[src/rtl/xlat_walk_pkg.sv]
package xlat_walk_pkg;
   typedef enum logic [2:0] {
      WS_IDLE  = 3'd0,
      WS_RD1   = 3'd1,
      WS_WT1   = 3'd2,
      WS_RD2   = 3'd3,
      WS_WT2   = 3'd4,
      WS_FILL  = 3'd5,
      WS_FAULT = 3'd6
   } walk_state_e;
endpackage

[src/rtl/walk_idx_sel.sv]
module walk_idx_sel #(
   parameter int VPN_W  = 20,
   parameter int IDX_W  = 10,
   parameter int LEVELS = 2,
   localparam int LVL_W = (LEVELS > 1) ? $clog2(LEVELS) : 1
) (
   input  logic [VPN_W-1:0] vpn,
   input  logic [LVL_W-1:0] level,
   output logic [IDX_W-1:0] idx
);
   logic [IDX_W-1:0] idx_arr [LEVELS];

   // Level 0 takes the most significant index field.
   for (genvar g = 0; g < LEVELS; g++) begin : g_lvl
      assign idx_arr[g] = vpn[VPN_W-1-g*IDX_W -: IDX_W];
   end

   assign idx = idx_arr[level];
endmodule

[src/rtl/walk_pte_dec.sv]
module walk_pte_dec #(
   parameter int PTE_W       = 32,
   parameter int OFF_W       = 12,
   parameter int PRESENT_BIT = 0,
   localparam int FRAME_W    = PTE_W - OFF_W
) (
   input  logic [PTE_W-1:0]   pte,
   output logic               present,
   output logic [FRAME_W-1:0] frame
);
   if (PRESENT_BIT >= OFF_W) begin : g_bad_present
      $error("present flag must lie below the frame field");
   end

   assign present = pte[PRESENT_BIT];
   assign frame   = pte[PTE_W-1:OFF_W];

   logic unused_low;
   assign unused_low = ^pte[OFF_W-1:0];
endmodule

[src/rtl/walk_ctrl.sv]
module walk_ctrl
   import xlat_walk_pkg::*;
(
   input  logic        clk,
   input  logic        rst_n,
   input  logic        miss_valid,
   input  logic        req_ready,
   input  logic        rsp_valid,
   input  logic        rsp_present,
   output logic        start,
   output logic        take_next,
   output logic        take_leaf,
   output logic        take_fault,
   output logic        req_valid,
   output logic        level,
   output logic        busy,
   output logic        fill_strobe,
   output logic        fault_strobe
);
   walk_state_e st, nxt;

   always_ff @(posedge clk) begin
      if (!rst_n) st <= WS_IDLE;
      else        st <= nxt;
   end

   always_comb begin
      nxt = st;
      case (st)
         WS_IDLE:  if (miss_valid) nxt = WS_RD1;
         WS_RD1:   if (req_ready)  nxt = WS_WT1;
         WS_WT1:   if (rsp_valid)  nxt = rsp_present ? WS_RD2 : WS_FAULT;
         WS_RD2:   if (req_ready)  nxt = WS_WT2;
         WS_WT2:   if (rsp_valid)  nxt = rsp_present ? WS_FILL : WS_FAULT;
         WS_FILL:  nxt = WS_IDLE;
         WS_FAULT: nxt = WS_IDLE;
         default:  nxt = WS_IDLE;
      endcase
   end

   logic waiting;
   assign waiting      = (st == WS_WT1) || (st == WS_WT2);
   assign start        = (st == WS_IDLE) && miss_valid;
   assign take_next    = (st == WS_WT1) && rsp_valid && rsp_present;
   assign take_leaf    = (st == WS_WT2) && rsp_valid && rsp_present;
   assign take_fault   = waiting && rsp_valid && !rsp_present;
   assign req_valid    = (st == WS_RD1) || (st == WS_RD2);
   assign level        = (st == WS_RD2) || (st == WS_WT2);
   assign busy         = (st != WS_IDLE);
   assign fill_strobe  = (st == WS_FILL);
   assign fault_strobe = (st == WS_FAULT);
endmodule

[src/rtl/xlat_walker.sv]
module xlat_walker #(
   parameter int VA_W        = 32,
   parameter int PTE_W       = 32,
   parameter int OFF_W       = 12,
   parameter int IDX_W       = 10,
   parameter int PRESENT_BIT = 0,
   localparam int LEVELS     = 2,
   localparam int VPN_W      = VA_W - OFF_W,
   localparam int FRAME_W    = PTE_W - OFF_W,
   localparam int PA_W       = PTE_W,
   localparam int BLOG       = $clog2(PTE_W / 8)
) (
   input  logic               clk,
   input  logic               rst_n,
   input  logic [PA_W-1:0]    pt_base,
   input  logic               miss_valid,
   input  logic [VA_W-1:0]    miss_vaddr,
   output logic               busy,
   output logic               mem_req_valid,
   output logic [PA_W-1:0]    mem_req_addr,
   input  logic               mem_req_ready,
   input  logic               mem_rsp_valid,
   input  logic [PTE_W-1:0]   mem_rsp_data,
   output logic               fill_valid,
   output logic [VPN_W-1:0]   fill_vpn,
   output logic [FRAME_W-1:0] fill_pfn,
   output logic [PA_W-1:0]    fill_paddr,
   output logic               fault_valid,
   output logic [VA_W-1:0]    fault_vaddr
);
   if (VPN_W != LEVELS * IDX_W) begin : g_bad_split
      $error("page number width must equal LEVELS*IDX_W");
   end
   if (OFF_W != IDX_W + BLOG) begin : g_bad_table
      $error("one table must fill exactly one page");
   end
   if (PTE_W % 8 != 0) begin : g_bad_pte
      $error("entry width must be whole bytes");
   end

   logic               start, take_next, take_leaf, take_fault, level;
   logic               rsp_present;
   logic [FRAME_W-1:0] rsp_frame;
   logic [IDX_W-1:0]   idx;

   logic [VA_W-1:0]    va_q;
   logic [FRAME_W-1:0] base_q;
   logic [FRAME_W-1:0] pfn_q;
   logic [VA_W-1:0]    fault_va_q;

   walk_ctrl u_ctrl (
      .clk          (clk),
      .rst_n        (rst_n),
      .miss_valid   (miss_valid),
      .req_ready    (mem_req_ready),
      .rsp_valid    (mem_rsp_valid),
      .rsp_present  (rsp_present),
      .start        (start),
      .take_next    (take_next),
      .take_leaf    (take_leaf),
      .take_fault   (take_fault),
      .req_valid    (mem_req_valid),
      .level        (level),
      .busy         (busy),
      .fill_strobe  (fill_valid),
      .fault_strobe (fault_valid)
   );

   walk_pte_dec #(
      .PTE_W       (PTE_W),
      .OFF_W       (OFF_W),
      .PRESENT_BIT (PRESENT_BIT)
   ) u_dec (
      .pte     (mem_rsp_data),
      .present (rsp_present),
      .frame   (rsp_frame)
   );

   walk_idx_sel #(
      .VPN_W  (VPN_W),
      .IDX_W  (IDX_W),
      .LEVELS (LEVELS)
   ) u_idx (
      .vpn   (va_q[VA_W-1:OFF_W]),
      .level (level),
      .idx   (idx)
   );

   always_ff @(posedge clk) begin
      if (!rst_n) begin
         va_q       <= '0;
         base_q     <= '0;
         pfn_q      <= '0;
         fault_va_q <= '0;
      end else begin
         if (start) begin
            va_q   <= miss_vaddr;
            base_q <= pt_base[PA_W-1:OFF_W];
         end
         if (take_next)  base_q     <= rsp_frame;
         if (take_leaf)  pfn_q      <= rsp_frame;
         if (take_fault) fault_va_q <= va_q;
      end
   end

   // A table occupies one page, so the entry address is a pure concatenation.
   assign mem_req_addr = {base_q, idx, {BLOG{1'b0}}};
   assign fill_vpn     = va_q[VA_W-1:OFF_W];
   assign fill_pfn     = pfn_q;
   assign fill_paddr   = {pfn_q, va_q[OFF_W-1:0]};
   assign fault_vaddr  = fault_va_q;

   logic unused_base;
   assign unused_base = ^pt_base[OFF_W-1:0];
endmodule

[config.mk]
export PLATFORM = sky130hd
export DESIGN_NAME = xlat_walker
export DESIGN_NICKNAME = d
export VERILOG_FILES = /design/src/rtl/xlat_walk_pkg.sv /design/src/rtl/walk_idx_sel.sv /design/src/rtl/walk_pte_dec.sv /design/src/rtl/walk_ctrl.sv /design/src/rtl/xlat_walker.sv
export SDC_FILE = /design/constraint.sdc
export NUM_CORES = 1
export LEC_CHECK = 0
export CAP_MARGIN = 20
export CORE_UTILIZATION = 36
export CTS_CLUSTER_DIAMETER = 150
export DETAILED_ROUTE_END_ITERATION = 8
export GPL_TIMING_DRIVEN = 0
export HOLD_SLACK_MARGIN = 0.06
export PLACE_DENSITY = 0.79
export SLEW_MARGIN = 10
export SYNTH_ARGS = -nofsm -noshare
export SYNTH_HDL_FRONTEND = slang
export SYNTH_SLANG_ARGS = --single-unit
[constraint.sdc]
create_clock -name clk -period 1.65 [get_ports clk]
set_clock_uncertainty 0.05 [all_clocks]
set_input_delay 0.33 -clock clk [delete_from_list [all_inputs] [get_ports clk]]
set_output_delay 0.33 -clock clk [all_outputs]
set_load 0.02 [all_outputs]
==> results of run 1 <==
stage by stage:
stage	total power (W)	area, um^2	hold WS [ns]	setup WS [ns]	setup TNS [ns]
global route	0.00872	7370	0.343	-0.545	-7.53
finish	0.00830	7370	0.317	-0.500	-5.90
CTS	0.00819	7230	0.324	-0.575	-8.61
floorplan	0.00479	4650	0.415	-0.0441	-0.441
detailed placement	0.00609	7010	0.396	-0.625	-40.49
global placement	0.00602	7010	0.390	-0.619	-37.85
area by class of cell:
type,instances,area share [%]
multi-input combinational,361,29.4
sequential,107,29.2
timing repair buffer,227,28.5
buffer,59,5.91
clock buffer,11,3.43
tap,168,2.85
clock inverter,4,0.662
inverter,1,0.0510
logic make-up after synthesis:
family | Yosys count | share of synthesized area [%]
XOR/XNOR | 1 | 0.191
AO/OA/AOI/OAI | 131 | 21.7
buffers and inverters | 61 | 8.57
multiplexers | 12 | 2.89
adder cells (fa/ha/maj) | 1 | 0.218
other | 1 | 0.0818
flip-flops | 107 | 46.8
AND/OR/NAND/NOR | 213 | 19.6
placed cells by master (no fill, tap or decap), types with 3 or more instances in the layout:
cell type / synthesis / routed
a21boi_0: 9 / 9
clkdlybuf4s50_1: 0 / 75
dlygate4sd2_1: 0 / 124
buf_4: 26 / 39
buf_6: 6 / 24
clkbuf_16: 0 / 9
a22oi_1: 21 / 21
dfxtp_1: 107 / 104
mux2_4: 0 / 10
clkbuf_1: 11 / 11
clkbuf_4: 0 / 4
nor2b_1: 3 / 3
nand2_1: 190 / 189
buf_2: 17 / 7
a21boi_1: 96 / 94
where the power goes:
| group | switching (W) | internal [W] | total (W) |
|---|---|---|---|
| clock network | 0.000937 | 0.00125 | 0.00219 |
| logic | 0.00164 | 0.00136 | 0.00300 |
| registers | 0.000233 | 0.00288 | 0.00311 |
| total | 0.00281 | 0.00549 | 0.00830 |
flip-flops by register name, summed over array words and instances, names as in the netlist:
name,cells
u_ctrl.st,3
fill_pfn,20
va_q,32
base_q,20
fault_vaddr,32
synthesized netlist by cell type, drive strengths merged, types with 2 or more instances:
library cell,instances,area share [%]
and3b,2,0.38
nor4b,2,0.85
dfxtp,107,47
a21boi,105,17
nor2,4,0.49
a22oi,21,3.4
nor2b,3,0.41
mux2,10,2.5
nand2,191,16
clkbuf,11,0.90
mux2i,2,0.44
buf,49,7.6
nor3b,2,0.33
metal layers:
metal | wire length, um | vias up | global-route usage [%]
met4 | 202 | 0 | 6.58
met1 | 6330 | 2101 | 26.1
met5 | 0 | - | 0
met2 | 7420 | 161 | 41.0
met3 | 1000 | 16 | 6.54
li1 | - | 2199 | -
path summary, 6_finish.rpt:
path / to / slack (ns) / cells past startpoint
worst min register to register: base_q[18] / 0.40 / 2
worst max-delay path: mem_req_addr[5] / -0.50 / 4
worst max register to register: fill_pfn[13] / -0.06 / 6
worst min-delay path: va_q[12] / 0.32 / 2
what timing repair did:
item | 4_1_cts | 5_1_grt
buffers inserted | 7 | 7
pin swaps | 4 | 6
resized for setup | 200 | 42
endpoints found under the hold margin | 0 | 0
setup endpoints to repair | 190 | 118
cloned | 1 | 0
==> summary.md, run 1 <==
| Metric | Value |
|---|---|
| Hold WC Path Type | input port to flop |
| Register area share after synthesis | 46.8% |
| CP required | 1.27 ns |
| Max Transition Viols Final | 0 |
| Maximum vdd drop | 0.000675 V |
| WP buf/inv | 1 |
| Clock root cell | clkbuf_16 |
| Cell area after synthesis | 4580 um^2 |
| Area taken by multi-input logic gates | 2170 um^2 |
| Final WS setup | -0.500 ns |
| Worst Path Arrival | 1.77 ns |
| Wire length of the first global-routing pass | 23,000 um |
| Reg-to-reg startpoint | u_ctrl.st[0] |
| Cells after synthesis | 527 |
| Synth Area per Inst | 8.69 um^2 |
| TritonCTS clock tree | yes |
| Drt pass-1 iters | 4 |
| Syn. warnings | 0 |
| Critical Setup Path Class | flop to output pin |
| Drt wl/cell | 15.9 um |
| P&R area growth vs syn | 60.8% |
| Largest net degree at the start of global routing | 17 |
| Minimum clock period | 2.15 ns |
| Hold Buf Count CTS | 0 |
| Asr flop ratio synth | 0% |
| I/O pin cnt | 241 |
| Final ANT Viol Nets | 0 |
| FILL cells | 1,098 |
| Die W | 115 um |
| EDFF count, synth | 0 |
| Synth unique cells | 37 |
| # rows | 40 |
| Ant diodes | 0 |
| Die height | 115 um |
| Yosys reg bits | 107 |
| Core area | 12,200 um^2 |
| Placed Cells | 910 |
| Crit path capture type | output pin |
| CP peak stage delay | 0.49 ns |
| WL final | 15,000 um |
| Failing checks | negative setup slack |
| Leak | 3.37 nW |
| Worst-path maximum fanout | 5 |
| Reg clk slew, reported paths | 0.07 ns |
| Hold Vio Cnt, Final | 0 |
| Initial core utilization | 37.5% |
| Die area | 13,200 um^2 |
| Final Setup Violations | 31 |
| Slowest-stage cell, CP | or3b_4 |
| PwrDens | 1130 nW/um^2 |
| DR vias | 4,477 |
| Post-DP HPWL | 11,300 um |
| Ys flop type | dfxtp_1 |
| Gr usage total | 22.7% |
| GRT Residual Overflow | 0 |
| Latest clock arrival within the worst-skew pair | 0.33 ns |
| Crit path max-delay family | simple AND/OR/NAND/NOR gates |
| Routed vias/inst | 4.77 |
| Crit path launch | u_ctrl.st[0] |
| Share of layout cells above drive strength 1 | 16.0% |
| FF+latch area | 2150 um^2 |
| Initial antenna violation count | 0 |
| Run status | complete, but fails checks |
| CP Cell Sequence | or3b_4 > nand2_8 > mux2_4 > buf_6 |
| Gpl congestion | 0.829 |
| Drt initial violations | 230 |
| Maxcap violations | 0 |
| Vias in the first global route | 4,638 |
| Post-route insts no fill | 938 |
| Final nets | 867 |
| CTS Buf Count | 9 |
| RSZ-0062 raised after global routing | yes |
| Worst Hold Launch | rst_n |
| Crit path launch type | flop |
| Clk buf depth | 2 |
| Util after Layout | 60.3% |
| Final period util | 130% |
| H-tree levels | 3 |
| Port Buffers | 214 |
| Achievable frequency | 465 MHz |
| Sink Count | 107 |
| Drt drc | 0 |
Note: power is estimated with default switching activity, not from simulation.
==> run 2: changes to the inputs <==
--- a/config.mk
+++ b/config.mk
@@ -6,12 +6,14 @@
 export NUM_CORES = 1
 export LEC_CHECK = 0
 export CAP_MARGIN = 20
-export CORE_UTILIZATION = 36
+export CORE_ASPECT_RATIO = 1.5
+export CORE_UTILIZATION = 37
+export CTS_BUF_LIST = sky130_fd_sc_hd__clkbuf_4 sky130_fd_sc_hd__clkbuf_8
 export CTS_CLUSTER_DIAMETER = 150
 export DETAILED_ROUTE_END_ITERATION = 8
 export GPL_TIMING_DRIVEN = 0
 export HOLD_SLACK_MARGIN = 0.06
-export PLACE_DENSITY = 0.79
+export PLACE_DENSITY = 0.81
 export SLEW_MARGIN = 10
 export SYNTH_ARGS = -nofsm -noshare
 export SYNTH_HDL_FRONTEND = slang
==> summary.md, run 2 (synthesis gave the netlist of run 1 again) <==
| Metric | Value |
|---|---|
| Maximum vdd drop | 0.000575 V (was 0.000675 V) |
| Initial antenna violation count | 0 (unchanged) |
| Core area | 12,000 um^2 (was 12,200 um^2) |
| Crit path launch type | flop (unchanged) |
| Fin area | 7420 um^2 (was 7370 um^2) |
| CP Cell Sequence | or3b_4 > nand2_8 > mux2_4 > buf_6 (unchanged) |
| Minimum clock period | 2.18 ns (was 2.15 ns) |
| Drt initial violations | 176 (was 230) |
| I/O pin cnt | 241 (unchanged) |
| TritonCTS clock tree | yes (unchanged) |
| Reg clk slew, reported paths | 0.10 ns (was 0.07 ns) |
| Tot Pwr | 0.00794 W (was 0.00830 W) |
| Final WS setup | -0.526 ns (was -0.500 ns) |
| Die W | 92.9 um (was 115 um) |
| FF+latch area | 2150 um^2 (about the same) |
| CP peak stage delay | 0.47 ns (was 0.49 ns) |
| Gr usage total | 23.4% (was 22.7%) |
| Final Setup Violations | 86 (was 31) |
| Wire length of the first global-routing pass | 23,600 um (was 23,000 um) |
| PwrDens | 1070 nW/um^2 (was 1130 nW/um^2) |
| Final ANT Viol Nets | 0 (unchanged) |
| Hold WC Path Type | input port to flop (unchanged) |
| Latest clock arrival within the worst-skew pair | 0.36 ns (was 0.33 ns) |
| WL final | 15,100 um (was 15,000 um) |
| Critical Setup Path Class | flop to output pin (unchanged) |
| H-tree levels | 3 (unchanged) |
| Crit path launch | u_ctrl.st[2] (was u_ctrl.st[0]) |
| Clk buf depth | 2 (unchanged) |
| Slew headroom | 65.9% |
| Final nets | 875 (was 867) |
| Ant diodes | 0 (unchanged) |
| Port Buffers | 214 (unchanged) |
| Initial core utilization | 38.1% (was 37.5%) |
| Worst Max-Slew Pin Slew | 0.511 ns |
| GRT Residual Overflow | 0 (unchanged) |
| Pre-CTS setup slack | -0.629 ns (was -0.625 ns) |
| Worst Hold Launch | rst_n (unchanged) |
| Vias in the first global route | 4,778 (was 4,638) |
| Max Transition Viols Final | 0 (unchanged) |
| Die area | 12,800 um^2 (was 13,200 um^2) |
| Sink Count | 107 (unchanged) |
| Drt wl/cell | 16.2 um (was 15.9 um) |
| Commonest cells after routing, fill and taps aside | nand2_1 (185), dlygate4sd2_1 (124), dfxtp_1 (103) (was nand2_1 (189), dlygate4sd2_1 (124), dfxtp_1 (104)) |
| Share of layout cells above drive strength 1 | 17.7% (was 16.0%) |
| Die height | 138 um (was 115 um) |
| Clock root cell | clkbuf_8 (was clkbuf_16) |
| Slowest-stage cell, CP | or3b_4 (unchanged) |
| Maxcap violations | 0 (unchanged) |
| Worst-path maximum fanout | 5 (unchanged) |
| FILL cells | 1,120 (was 1,098) |
| Post-DP HPWL | 11,200 um (was 11,300 um) |
| Drt pass-1 iters | 5 (was 4) |
| Reg-to-reg startpoint | u_ctrl.st[2] (was u_ctrl.st[0]) |
| DR vias | 4,621 (was 4,477) |
| Placed inst area | 6990 um^2 (was 7010 um^2) |
| CTS Buf Count | 9 (unchanged) |
| Area taken by multi-input logic gates | 2200 um^2 (was 2170 um^2) |
| P&R area growth vs syn | 62.0% (was 60.8%) |
| Achievable frequency | 460 MHz (was 465 MHz) |
| Largest net degree at the start of global routing | 18 (was 17) |
| # rows | 49 (was 40) |
| Drt drc | 0 (unchanged) |
| Final period util | 132% (was 130%) |
| Crit path capture type | output pin (unchanged) |
| Most common cell after layout, fill and taps aside | nand2_1 (unchanged) |
| Hold Vio Cnt, Final | 0 (unchanged) |
| Routed vias/inst | 4.96 (was 4.77) |
| RSZ-0062 raised after global routing | yes (unchanged) |
| Run status | complete, but fails checks (unchanged) |
| Failing checks | negative setup slack (unchanged) |
| Gpl congestion | 0.819 (was 0.829) |
| CP required | 1.27 ns (about the same) |
| Worst Path Arrival | 1.80 ns (was 1.77 ns) |
| Leak | 3.40 nW (was 3.37 nW) |
==> run 2: changes by cell type in the layout (fill, tap and decap cells not counted), sizes merged <==
cell	previous run	this run
buf	71	78
clkbuf	26	28
bufinv	1	0
inv	2	3
==> run 2: layer usage <==
metal	vias up	track usage, %	wire length (um)
li1	2214	-	-
met1	2196	23.3	5360
met2	176	44.9	8360
met3	35	4.90	915
met4	0	10.5	494
met5	-	0	0
==> run 2: final timing paths <==
check	endpoint	slack (ns)	cells past startpoint
worst min register to register	base_q[6]	0.41	2
worst max-delay path	mem_req_addr[2]	-0.53	4
worst min-delay path	va_q[23]	0.29	2
worst max register to register	fill_pfn[4]	-0.10	6
==> run 2: layout make-up <==
cell class / count / area share (%)
repair buffers: 236 / 30.0
multi-input cells: 361 / 29.6
flip-flops and latches: 107 / 29.0
plain buffers: 58 / 6.14
well taps: 153 / 2.58
clock buffers: 12 / 2.14
clock inverters: 4 / 0.421
inverters: 1 / 0.0506
==> run 2: metrics by stage <==
| stage | util, % | TNS, ns | hold WS, ns | instances |
|---|---|---|---|---|
| after detailed placement | 58.1 | -40.27 | 0.398 | 895 |
| after global routing | 61.8 | -15.06 | 0.306 | 932 |
| after global placement | 58.1 | -36.48 | 0.391 | 895 |
| final | 61.8 | -9.16 | 0.291 | 932 |
| after floorplan | - | -0.441 | 0.415 | 528 |
| after CTS | 60.5 | -11.99 | 0.265 | 928 |
==> run 2: what timing repair did <==
| action | 4_1_cts | 5_1_grt |
|---|---|---|
| buffers inserted | 16 | 3 |
| gates resized for setup | 241 | 28 |
| pin swaps | 10 | 7 |
| hold buffers | 0 | 0 |
| cloned | 2 | 3 |
| endpoints found under the setup margin | 190 | 118 |
==> run 2: power breakdown <==
part	switching [W]	internal, W	leakage [nW]
combinational	0.00171	0.00156	2.43
clock	0.000891	0.000662	0.101
sequential	0.000235	0.00288	0.873
total	0.00284	0.00511	3.40
==> run 2: worst max-delay path, delay by kind of cell (launching register included) <==
| family | cells | cell delay, ns |
|---|---|---|
| simple gates | 2 | 0.60 |
| buf+inv | 1 | 0.13 |
| flops | 1 | 0.38 |
| mux | 1 | 0.32 |
